**config.mk**
```make
export PLATFORM = sky130hd
export DESIGN_NAME = hp_slot_regs
export DESIGN_NICKNAME = d
export VERILOG_FILES = /design/src/rtl/hp_pkg.sv /design/src/rtl/hp_debounce.sv /design/src/rtl/hp_blink.sv /design/src/rtl/hp_slot_regs.sv
export SDC_FILE = /design/constraint.sdc
export NUM_CORES = 1
export LEC_CHECK = 0
export CAP_MARGIN = 10
export CORE_MARGIN = 8
export CORE_UTILIZATION = 49
export CTS_CLUSTER_SIZE = 28
export DETAILED_ROUTE_END_ITERATION = 12
export PLACE_DENSITY = 0.79
export SYNTH_ARGS = -nofsm -noshare
export SYNTH_HDL_FRONTEND = slang
export SYNTH_SLANG_ARGS = --single-unit
```
**constraint.sdc**
```tcl
create_clock -name clk -period 1.67 [get_ports clk]
set_clock_uncertainty 0.2 [all_clocks]
set_input_delay 0.167 -clock clk [delete_from_list [all_inputs] [get_ports clk]]
set_output_delay 0.167 -clock clk [all_outputs]
set_load 0.05 [all_outputs]
```
**src/rtl/hp_pkg.sv**
```systemverilog
package hp_pkg;

    typedef enum logic [1:0] {
        IND_RSVD  = 2'b00,
        IND_ON    = 2'b01,
        IND_BLINK = 2'b10,
        IND_OFF   = 2'b11
    } ind_code_e;

    typedef struct packed {
        logic [2:0] rsv_hi;
        logic       dll_en;
        logic       ilock;
        logic       pwr_off;
        ind_code_e  pwr_code;
        ind_code_e  attn_code;
        logic [1:0] rsv_lo;
        logic [3:0] ev_en;
    } slot_ctl_t;

    typedef struct packed {
        logic [8:0] rsv_hi;
        logic       pres_state;
        logic [1:0] rsv_mid;
        logic [3:0] ev_flag;
    } slot_sts_t;

    localparam logic [15:0] CTL_WMASK = 16'h17CF;

    localparam int IN_INB  = 0;
    localparam int IN_OOB  = 1;
    localparam int IN_BTN  = 2;
    localparam int IN_PF   = 3;
    localparam int IN_MRL  = 4;
    localparam int NUM_IN  = 5;

    function automatic logic ind_drive(input ind_code_e code, input logic phase);
        case (code)
            IND_ON:    return 1'b1;
            IND_BLINK: return phase;
            default:   return 1'b0;
        endcase
    endfunction

endpackage

```
**src/rtl/hp_debounce.sv**
```systemverilog
module hp_debounce #(
    parameter int W          = 5,
    parameter int DEB_CYCLES = 4
) (
    input  logic         clk,
    input  logic         rst,
    input  logic [W-1:0] raw,
    output logic [W-1:0] clean
);
    localparam int CW = $clog2(DEB_CYCLES + 1);

    for (genvar i = 0; i < W; i++) begin : g_bit
        logic          s1, s2, q;
        logic [CW-1:0] cnt;
        always_ff @(posedge clk) begin
            if (rst) begin
                s1  <= 1'b0;
                s2  <= 1'b0;
                q   <= 1'b0;
                cnt <= '0;
            end else begin
                s1 <= raw[i];
                s2 <= s1;
                if (s2 == q) begin
                    cnt <= '0;
                end else if (cnt == CW'(DEB_CYCLES - 1)) begin
                    q   <= s2;
                    cnt <= '0;
                end else begin
                    cnt <= cnt + 1'b1;
                end
            end
        end
        assign clean[i] = q;
    end
endmodule

```
**src/rtl/hp_blink.sv**
```systemverilog
module hp_blink #(
    parameter int BLINK_LOG2 = 4
) (
    input  logic clk,
    input  logic rst,
    output logic phase
);
    logic [BLINK_LOG2-1:0] cnt;
    always_ff @(posedge clk) begin
        if (rst) cnt <= '0;
        else     cnt <= cnt + 1'b1;
    end
    assign phase = cnt[BLINK_LOG2-1];
endmodule

```
**src/rtl/hp_slot_regs.sv**
```systemverilog
module hp_slot_regs
    import hp_pkg::*;
#(
    parameter logic [7:0] CTL_ADDR   = 8'hB8,
    parameter logic [7:0] STS_ADDR   = 8'hBA,
    parameter int         DEB_CYCLES = 4,
    parameter int         BLINK_LOG2 = 4,
    parameter bit         HAS_SLOT   = 1'b1,
    parameter bit         HAS_BUTTON = 1'b1,
    parameter bit         HAS_PFAULT = 1'b1,
    parameter bit         HAS_MRL    = 1'b1
) (
    input  logic        clk,
    input  logic        rst,
    input  logic        bus_req,
    input  logic        bus_we,
    input  logic [7:0]  bus_addr,
    input  logic [15:0] bus_wdata,
    output logic [15:0] bus_rdata,
    input  logic        prsnt_inband,
    input  logic        prsnt_oob,
    input  logic        attn_btn,
    input  logic        pwr_fault,
    input  logic        mrl_open,
    output logic        pwr_ind,
    output logic        attn_ind,
    output logic        pwr_en,
    output logic        interlock,
    output logic        irq
);
    localparam logic [3:0] CAP = {HAS_SLOT, HAS_MRL, HAS_PFAULT, HAS_BUTTON};

    logic [NUM_IN-1:0] raw, cln, cln_q;
    logic              phase, pres, pres_q;
    logic [3:0]        ev, sts_ev_q;
    slot_ctl_t         ctl_q;
    slot_sts_t         sts_view;
    logic              ilock_q, wr_ctl, wr_sts;

    assign raw[IN_INB] = prsnt_inband;
    assign raw[IN_OOB] = prsnt_oob;
    assign raw[IN_BTN] = attn_btn;
    assign raw[IN_PF]  = pwr_fault;
    assign raw[IN_MRL] = mrl_open;

    hp_debounce #(.W(NUM_IN), .DEB_CYCLES(DEB_CYCLES)) u_deb (
        .clk(clk), .rst(rst), .raw(raw), .clean(cln)
    );

    hp_blink #(.BLINK_LOG2(BLINK_LOG2)) u_blink (
        .clk(clk), .rst(rst), .phase(phase)
    );

    if (HAS_SLOT) begin : g_slot
        assign pres = cln[IN_INB] | cln[IN_OOB];
    end else begin : g_noslot
        assign pres = 1'b1;
    end

    always_ff @(posedge clk) begin
        if (rst) begin
            cln_q  <= '0;
            pres_q <= 1'b0;
        end else begin
            cln_q  <= cln;
            pres_q <= pres;
        end
    end

    // edge detection per event source, then capability gating
    assign ev = CAP & {pres ^ pres_q,
                       cln[IN_MRL] ^ cln_q[IN_MRL],
                       cln[IN_PF]  & ~cln_q[IN_PF],
                       cln[IN_BTN] & ~cln_q[IN_BTN]};

    assign wr_ctl = bus_req & bus_we & (bus_addr == CTL_ADDR);
    assign wr_sts = bus_req & bus_we & (bus_addr == STS_ADDR);

    always_ff @(posedge clk) begin
        if (rst) begin
            ctl_q    <= '0;
            ilock_q  <= 1'b0;
            sts_ev_q <= '0;
        end else begin
            if (wr_ctl) begin
                ctl_q   <= slot_ctl_t'(bus_wdata & CTL_WMASK);
                ilock_q <= ilock_q ^ bus_wdata[11];
            end
            sts_ev_q <= (sts_ev_q & ~(wr_sts ? bus_wdata[3:0] : 4'h0)) | ev;
        end
    end

    always_comb begin
        sts_view            = '0;
        sts_view.pres_state = pres;
        sts_view.ev_flag    = sts_ev_q;
    end

    always_comb begin
        bus_rdata = '0;
        if (bus_req && !bus_we) begin
            if (bus_addr == CTL_ADDR)      bus_rdata = ctl_q;
            else if (bus_addr == STS_ADDR) bus_rdata = sts_view;
        end
    end

    assign pwr_ind   = ind_drive(ctl_q.pwr_code, phase);
    assign attn_ind  = ind_drive(ctl_q.attn_code, phase);
    assign pwr_en    = ~ctl_q.pwr_off;
    assign interlock = ilock_q;
    assign irq       = |(sts_ev_q & ctl_q.ev_en);

endmodule

```
==> key figures, run 1 <==
Route
  • Vias: between 1,500 and 2,000
  • Total wire length: ~5.1 mm
  • Vias per cell: approximately 5.0
  • WL/cell: 14.5 µm
  • DRT iter0 DRCs: 80
  • DRC viols: 0
  • Antenna-violating nets left: 0
  • TritonRoute pass-1 iters: 4

Placement
  • IO buf count: between 40 and 50
  • DP HPWL: 3.49 mm
  • RePlAce Congestion: 0.709
  • Post-place instance area: roughly 3000 µm²

Cells and area
  • Multi-input gate area: approximately 1200 µm²
  • Finished Cell Area: ~3300 µm²
  • Most frequent cells in the layout: 47 x dfxtp_1, 28 x nor2_1, 20 x nand2b_1, 20 x buf_4
  • Filler cell count in the final layout: roughly 330
  • Area delta synth->final: 42.3%
  • Most common cell after layout, fill and taps aside: dfxtp_1
  • Antenna diodes: 0
  • Share of layout cells above drive strength 1: 0.262
  • Final Net Count: 345
  • Area occupied by registers: between 1000 and 1500 µm²

Setup path
  • R2R setup slack: about 0.14 ns
  • CP dominant cell by count: buf_4
  • Worst path cell trace: buf_6 > nand4b_1 > buf_4 > nor4_4 > buf_4 > and2_4 > buf_12
  • CP max stage cell: nand4b_1
  • Crit Reg-Reg Endpoint: u_deb.g_bit[3].cnt[0]$_SDFF_PP0_
  • Worst Path Required: between 1 and 1.5 ns
  • Critical path endpoint category: output port
  • CP peak stage delay: ~0.25 ns
  • Crit Reg-Reg Startpoint: u_deb.g_bit[3].cnt[0]$_SDFF_PP0_
  • Setup crit start kind: primary input
  • Critical Path AT: approximately 1.5 ns
  • Crit Path Max Fanout: 5
  • Critical path class: primary input to output port
  • FF-to-FF path depth: 4

CTS
  • Clock buffer depth: 2
  • Clk root buf: clkbuf_8
  • CTS Sinks: 53
  • Hold-fix buffers, CTS: 0
  • TritonCTS clock tree: done
  • Clk_lat worst skew: ~0.30 ns
  • CTS clk-pin slew, worst paths: about 0.090 ns
  • CTS buffer count: 5
  • Clock H-tree levels: 2

Timing
  • Fin worst setup slack: -0.144 ns
  • Max-slew violation count: 0
  • RSZ-0062 raised after global routing: yes
  • Min cycle time layout: 1.81 ns
  • Final setup fails: 10
  • Max Freq: 0.551 GHz
  • Crit share post-route: 1.09
  • Hold Fails Final Rpt: 0
  • Setup total negative slack: -0.770 ns
  • Min Hold Slack: 0.208 ns

Global routing
  • Total GRT Usage: 0.145
  • Initial antenna violation count: 0
  • Vias in the first global route: roughly 1,800
  • Gr ovfl total: 0
  • First-pass GRT wire length: between 8 and 9 mm
  • Largest net degree at the start of global routing: 29

Floorplan
  • Die Wd: about 84 µm
  • Core area: roughly 4600 µm²
  • IO Pins: 54
  • Die area: 7120 µm²
  • # rows: 25
  • Die height: roughly 84 µm
  • Starting density of the core: 0.495

Logic synthesis
  • Post-synth EDFFs: 0
  • Mapped Area: 2290 µm²
  • Netlist cell types: 31
  • Post-synthesis cell count: approximately 240
  • Register area share after synthesis: 0.463
  • Synthesized area per cell: about 9.7 µm²
  • Total number of yosys warnings: 0
  • Async set-reset flop share out of synthesis: 0
  • Flops & latches, synth: 53
  • Main flop type after synthesis: dfxtp_1

Worst hold path
  • WHS Endpoint: u_deb.g_bit[0].s1$_SDFF_PP0_
  • Hold Crit Depth: 2
  • Worst hold start: prsnt_inband
  • Hold WC Path Type: primary input to register

Flow run
  • Max-cap viol count: 0

Power and ir drop
  • Leak pwr: ~1.3 nW
  • PD cells: 730 nW/µm²
  • VDD IR-drop max: about 0.70 mV

Outcome
  • Failing checks: setup timing
  • Status: complete, but fails checks
[logic make-up after synthesis]
kind of cell	Yosys count	share of synthesized area
buffers and inverters	31	0.0633
AO/OA/AOI/OAI	14	0.0437
flip-flops	53	0.463
AND/OR/NAND/NOR	96	0.233
other	1	0.00164
adder cells (fa/ha/maj)	15	0.0819
XOR/XNOR	8	0.0306
multiplexers	19	0.0830
[per-layer routing]
layer / wire length [µm] / vias up / global-route usage
met5: 0 / - / 0
li1: - / 878 / -
met1: 2140 / 824 / 0.157
met3: 278 / 11 / 0.0498
met4: 111 / 0 / 0.0566
met2: 2590 / 41 / 0.254
[per-stage QoR]
stage          total power, W  utilization  cells  setup slack, ns
4_1_cts               0.00239        0.696    351          -0.0361
3_5_place_dp          0.00152        0.648    337           -0.375
3_3_place_gp          0.00152        0.648    337           -0.352
2_1_floorplan         0.00144            -    242           -0.110
5_1_grt               0.00247        0.705    352           -0.146
6_report              0.00238        0.705    352           -0.144
[where the power goes]
| part | leakage [nW] | internal [W] | switching (W) |
|---|---|---|---|
| clock network | 0.0585 | 0.000489 | 0.000403 |
| registers | 0.435 | 0.00127 | 0.0000104 |
| logic | 0.772 | 0.000104 | 0.0000995 |
| total | 1.27 | 0.00187 | 0.000513 |
[synthesized netlist by cell type, drive strengths merged (2+ instances only)]
master,instances,share of area
nor4,2,0.0055
buf,9,0.027
ha,15,0.082
a22oi,2,0.0065
mux2i,19,0.083
dfxtp,53,0.46
inv,17,0.028
nor2,32,0.052
a21oi,4,0.0087
and2,5,0.014
nand2,2,0.0033
clkbuf,5,0.0082
xnor2,6,0.023
nor2b,18,0.049
xor2,2,0.0076
or3,6,0.016
nor3,5,0.011
a211oi,4,0.013
nand2b,20,0.055
[flip-flops by register name, summed over array words and instances (netlist names)]
signal / cells
u_deb.g_bit.s2: 5
u_deb.g_bit.cnt: 15
u_deb.g_bit.q: 5
cln_q: 3
pres_q: 1
interlock: 1
u_deb.g_bit.s1: 5
ctl_q: 10
u_blink.cnt: 4
sts_ev_q: 4
[critical path, delay by kind of cell]
family	cells	cell delay (ns)
buf+inv	4	0.63
simple gates	3	0.64
[layout make-up]
type,count,share of cell area
clock inverters,1,0.00921
multi-input cells,158,0.382
inverters,17,0.0196
repair buffers,62,0.210
clock buffers,7,0.0265
well taps,54,0.0207
flip-flops and latches,53,0.332
[timing repair]
item / 4_1_cts / 5_1_grt
endpoints found under the setup margin: 12 / 23
cloned: 0 / 0
setup buffers: 6 / 1
resized for setup: 39 / 17
pin swaps: 9 / 6
[worst max-delay path by stage]
stage / start / endpoint / slack [ns] / cells after the start
2_1_floorplan: bus_addr[6] / bus_rdata[6] / -0.11 / 3
3_3_place_gp: bus_addr[2] / bus_rdata[6] / -0.35 / 5
3_5_place_dp: bus_addr[6] / bus_rdata[8] / -0.38 / 7
4_1_cts: ctl_q[6]$_SDFFE_PP0P_ / bus_rdata[6] / -0.04 / 3
5_1_grt: bus_addr[6] / bus_rdata[7] / -0.15 / 7
6_report: bus_addr[6] / bus_rdata[8] / -0.14 / 7
No activity file was read; power rests on OpenSTA's default activity.
==> run 2, diff against run 1 <==
--- a/config.mk
+++ b/config.mk
@@ -11,6 +11,7 @@
 export CTS_CLUSTER_SIZE = 28
 export DETAILED_ROUTE_END_ITERATION = 12
 export PLACE_DENSITY = 0.79
+export SETUP_SLACK_MARGIN = 0.02
 export SYNTH_ARGS = -nofsm -noshare
 export SYNTH_HDL_FRONTEND = slang
 export SYNTH_SLANG_ARGS = --single-unit
==> key figures, run 2 (same netlist as run 1, synthesis figures left out) <==
Outcome
  • Status: complete, but fails checks
  • Failing checks: setup timing

Global routing
  • Gr ovfl total: 0
  • Initial antenna violation count: 0
  • Total GRT Usage: 0.145
  • Vias in the first global route: 1,788
  • First-pass GRT wire length: 8.27 mm
  • Largest net degree at the start of global routing: 29

Timing
  • RSZ-0062 raised after global routing: yes
  • Hold Fails Final Rpt: 0
  • Max Freq: about 0.59 GHz
  • Fin worst setup slack: -0.0349 ns
  • Final setup fails: 1
  • Crit share post-route: 1.02
  • Min Hold Slack: between 0.2 and 0.25 ns
  • Max-slew violation count: 0
  • Min cycle time layout: ~1.7 ns

Route
  • Vias: 1,760
  • Antenna-violating nets left: 0
  • TritonRoute pass-1 iters: 4
  • Vias per cell: 4.99
  • DRC viols: 0
  • WL/cell: ~15 µm
  • DRT iter0 DRCs: 71
  • Total wire length: approximately 5.2 mm

Cells and area
  • Max FFs per register: 15
  • Filler cell count in the final layout: 321
  • Most frequent cells in the layout: 47 x dfxtp_1, 28 x nor2_1, 21 x buf_4
  • Most common cell after layout, fill and taps aside: dfxtp_1
  • Multi-input gate area: 1280 µm²
  • Reg with most FFs: u_deb.g_bit.cnt
  • Antenna diodes: 0
  • Area occupied by registers: ~1100 µm²
  • Biggest regs: u_deb.g_bit.cnt: 15 flops, ctl_q: 10 flops
  • Final Net Count: 346
  • Share of layout cells above drive strength 1: 0.284
  • Util after Layout: 0.713
  • Area delta synth->final: 44.0%

Placement
  • DP HPWL: 3.49 mm
  • IO buf count: 42
  • RePlAce Congestion: a little over 0.7

Setup path
  • Crit Path Max Fanout: 5
  • Worst Path Required: 1.30 ns
  • Critical Path AT: ~1.3 ns
  • Critical path endpoint category: output port
  • Critical path class: primary input to output port
  • Setup crit start kind: primary input

CTS
  • Clk_lat worst skew: between 0.3 and 0.4 ns
  • CTS clk-pin slew, worst paths: approximately 0.09 ns
  • Clock H-tree levels: 2
  • Clk root buf: clkbuf_8
  • Hold-fix buffers, CTS: 0
  • Clock buffer depth: 2
  • CTS buffer count: 5
  • CTS Sinks: 53
  • TritonCTS clock tree: done

Power and ir drop
  • VDD IR-drop max: between 0.7 and 0.8 mV
  • Tot Pwr: about 0.0024 W
  • PD cells: 721 nW/µm²
  • Leak pwr: around 1.3 nW

Worst hold path
  • Hold WC Path Type: primary input to register

Floorplan
  • # rows: 25
  • Core area: ~4600 µm²
  • IO Pins: 54
  • Die area: 7120 µm²
  • Die height: ~84 µm
  • Starting density of the core: 0.495
  • Die Wd: ~84 µm

Flow run
  • Max-cap viol count: 0
==> run 2: cell count changes in the layout (fill, tap and decap cells not counted), sizes merged <==
cell,delta
clkbuf,+2
buf,+1
dlygate4sd2,-2
==> run 2: final timing paths <==
check	endpoint	slack (ns)	start	cells after the start
setup / recovery	bus_rdata[6]	-0.03	bus_addr[6]	5
hold / removal	u_deb.g_bit[0].s1$_SDFF_PP0_	0.21	prsnt_inband	2
setup reg to reg	u_deb.g_bit[3].cnt[0]$_SDFF_PP0_	0.14	u_deb.g_bit[3].cnt[0]$_SDFF_PP0_	4
hold reg to reg	u_deb.g_bit[0].cnt[0]$_SDFF_PP0_	0.22	u_deb.g_bit[0].cnt[0]$_SDFF_PP0_	1
==> run 2: where the power goes <==
group | total, W | leakage (nW) | switching, W | internal [W]
registers | 0.00128 | 0.435 | 0.0000106 | 0.00127
clock network | 0.000893 | 0.0585 | 0.000405 | 0.000489
logic | 0.000203 | 0.786 | 0.000100 | 0.000103
==> run 2: area by class of cell <==
class	count	share of cell area
well taps	54	0.0205
inverters	17	0.0193
clock buffers	7	0.0262
repair buffers	63	0.207
clock inverters	1	0.00910
flip-flops and latches	53	0.328
multi-input cells	158	0.389
==> run 2: worst max-delay path, stage by stage <==
cell       delay (ns)
buf_6            0.09
nand4b_1         0.25
or2_4            0.35
a2111oi_4        0.30
buf_12           0.19
==> run 2: metrics by stage <==
step                instances  setup slack [ns]  area [µm²]  setup TNS (ns)
finish                    353           -0.0349        3300         -0.0349
detailed placement        337            -0.375        3000           -6.32
floorplan                 242            -0.110        2350          -0.440
global route              353           -0.0813        3300          -0.177
global placement          337            -0.352        3000           -5.36
CTS                       351           -0.0360        3230         -0.0568
==> run 2: metal layers <==
layer / wire (µm) / part of all wire / vias up / GRT usage
met5: 0 / 0 / - / 0
met1: 2090 / 0.40 / 824 / 0.157
li1: - / - / 884 / -
met2: 2680 / 0.52 / 43 / 0.254
met3: 315 / 0.061 / 9 / 0.0498
met4: 89 / 0.017 / 0 / 0.0566
==> run 2: what timing repair did <==
action | 4_1_cts | 5_1_grt
gates cloned | 0 | 1
resized for setup | 42 | 29
pin swaps | 9 | 11
setup buffers | 6 | 1
setup endpoints to repair | 12 | 23
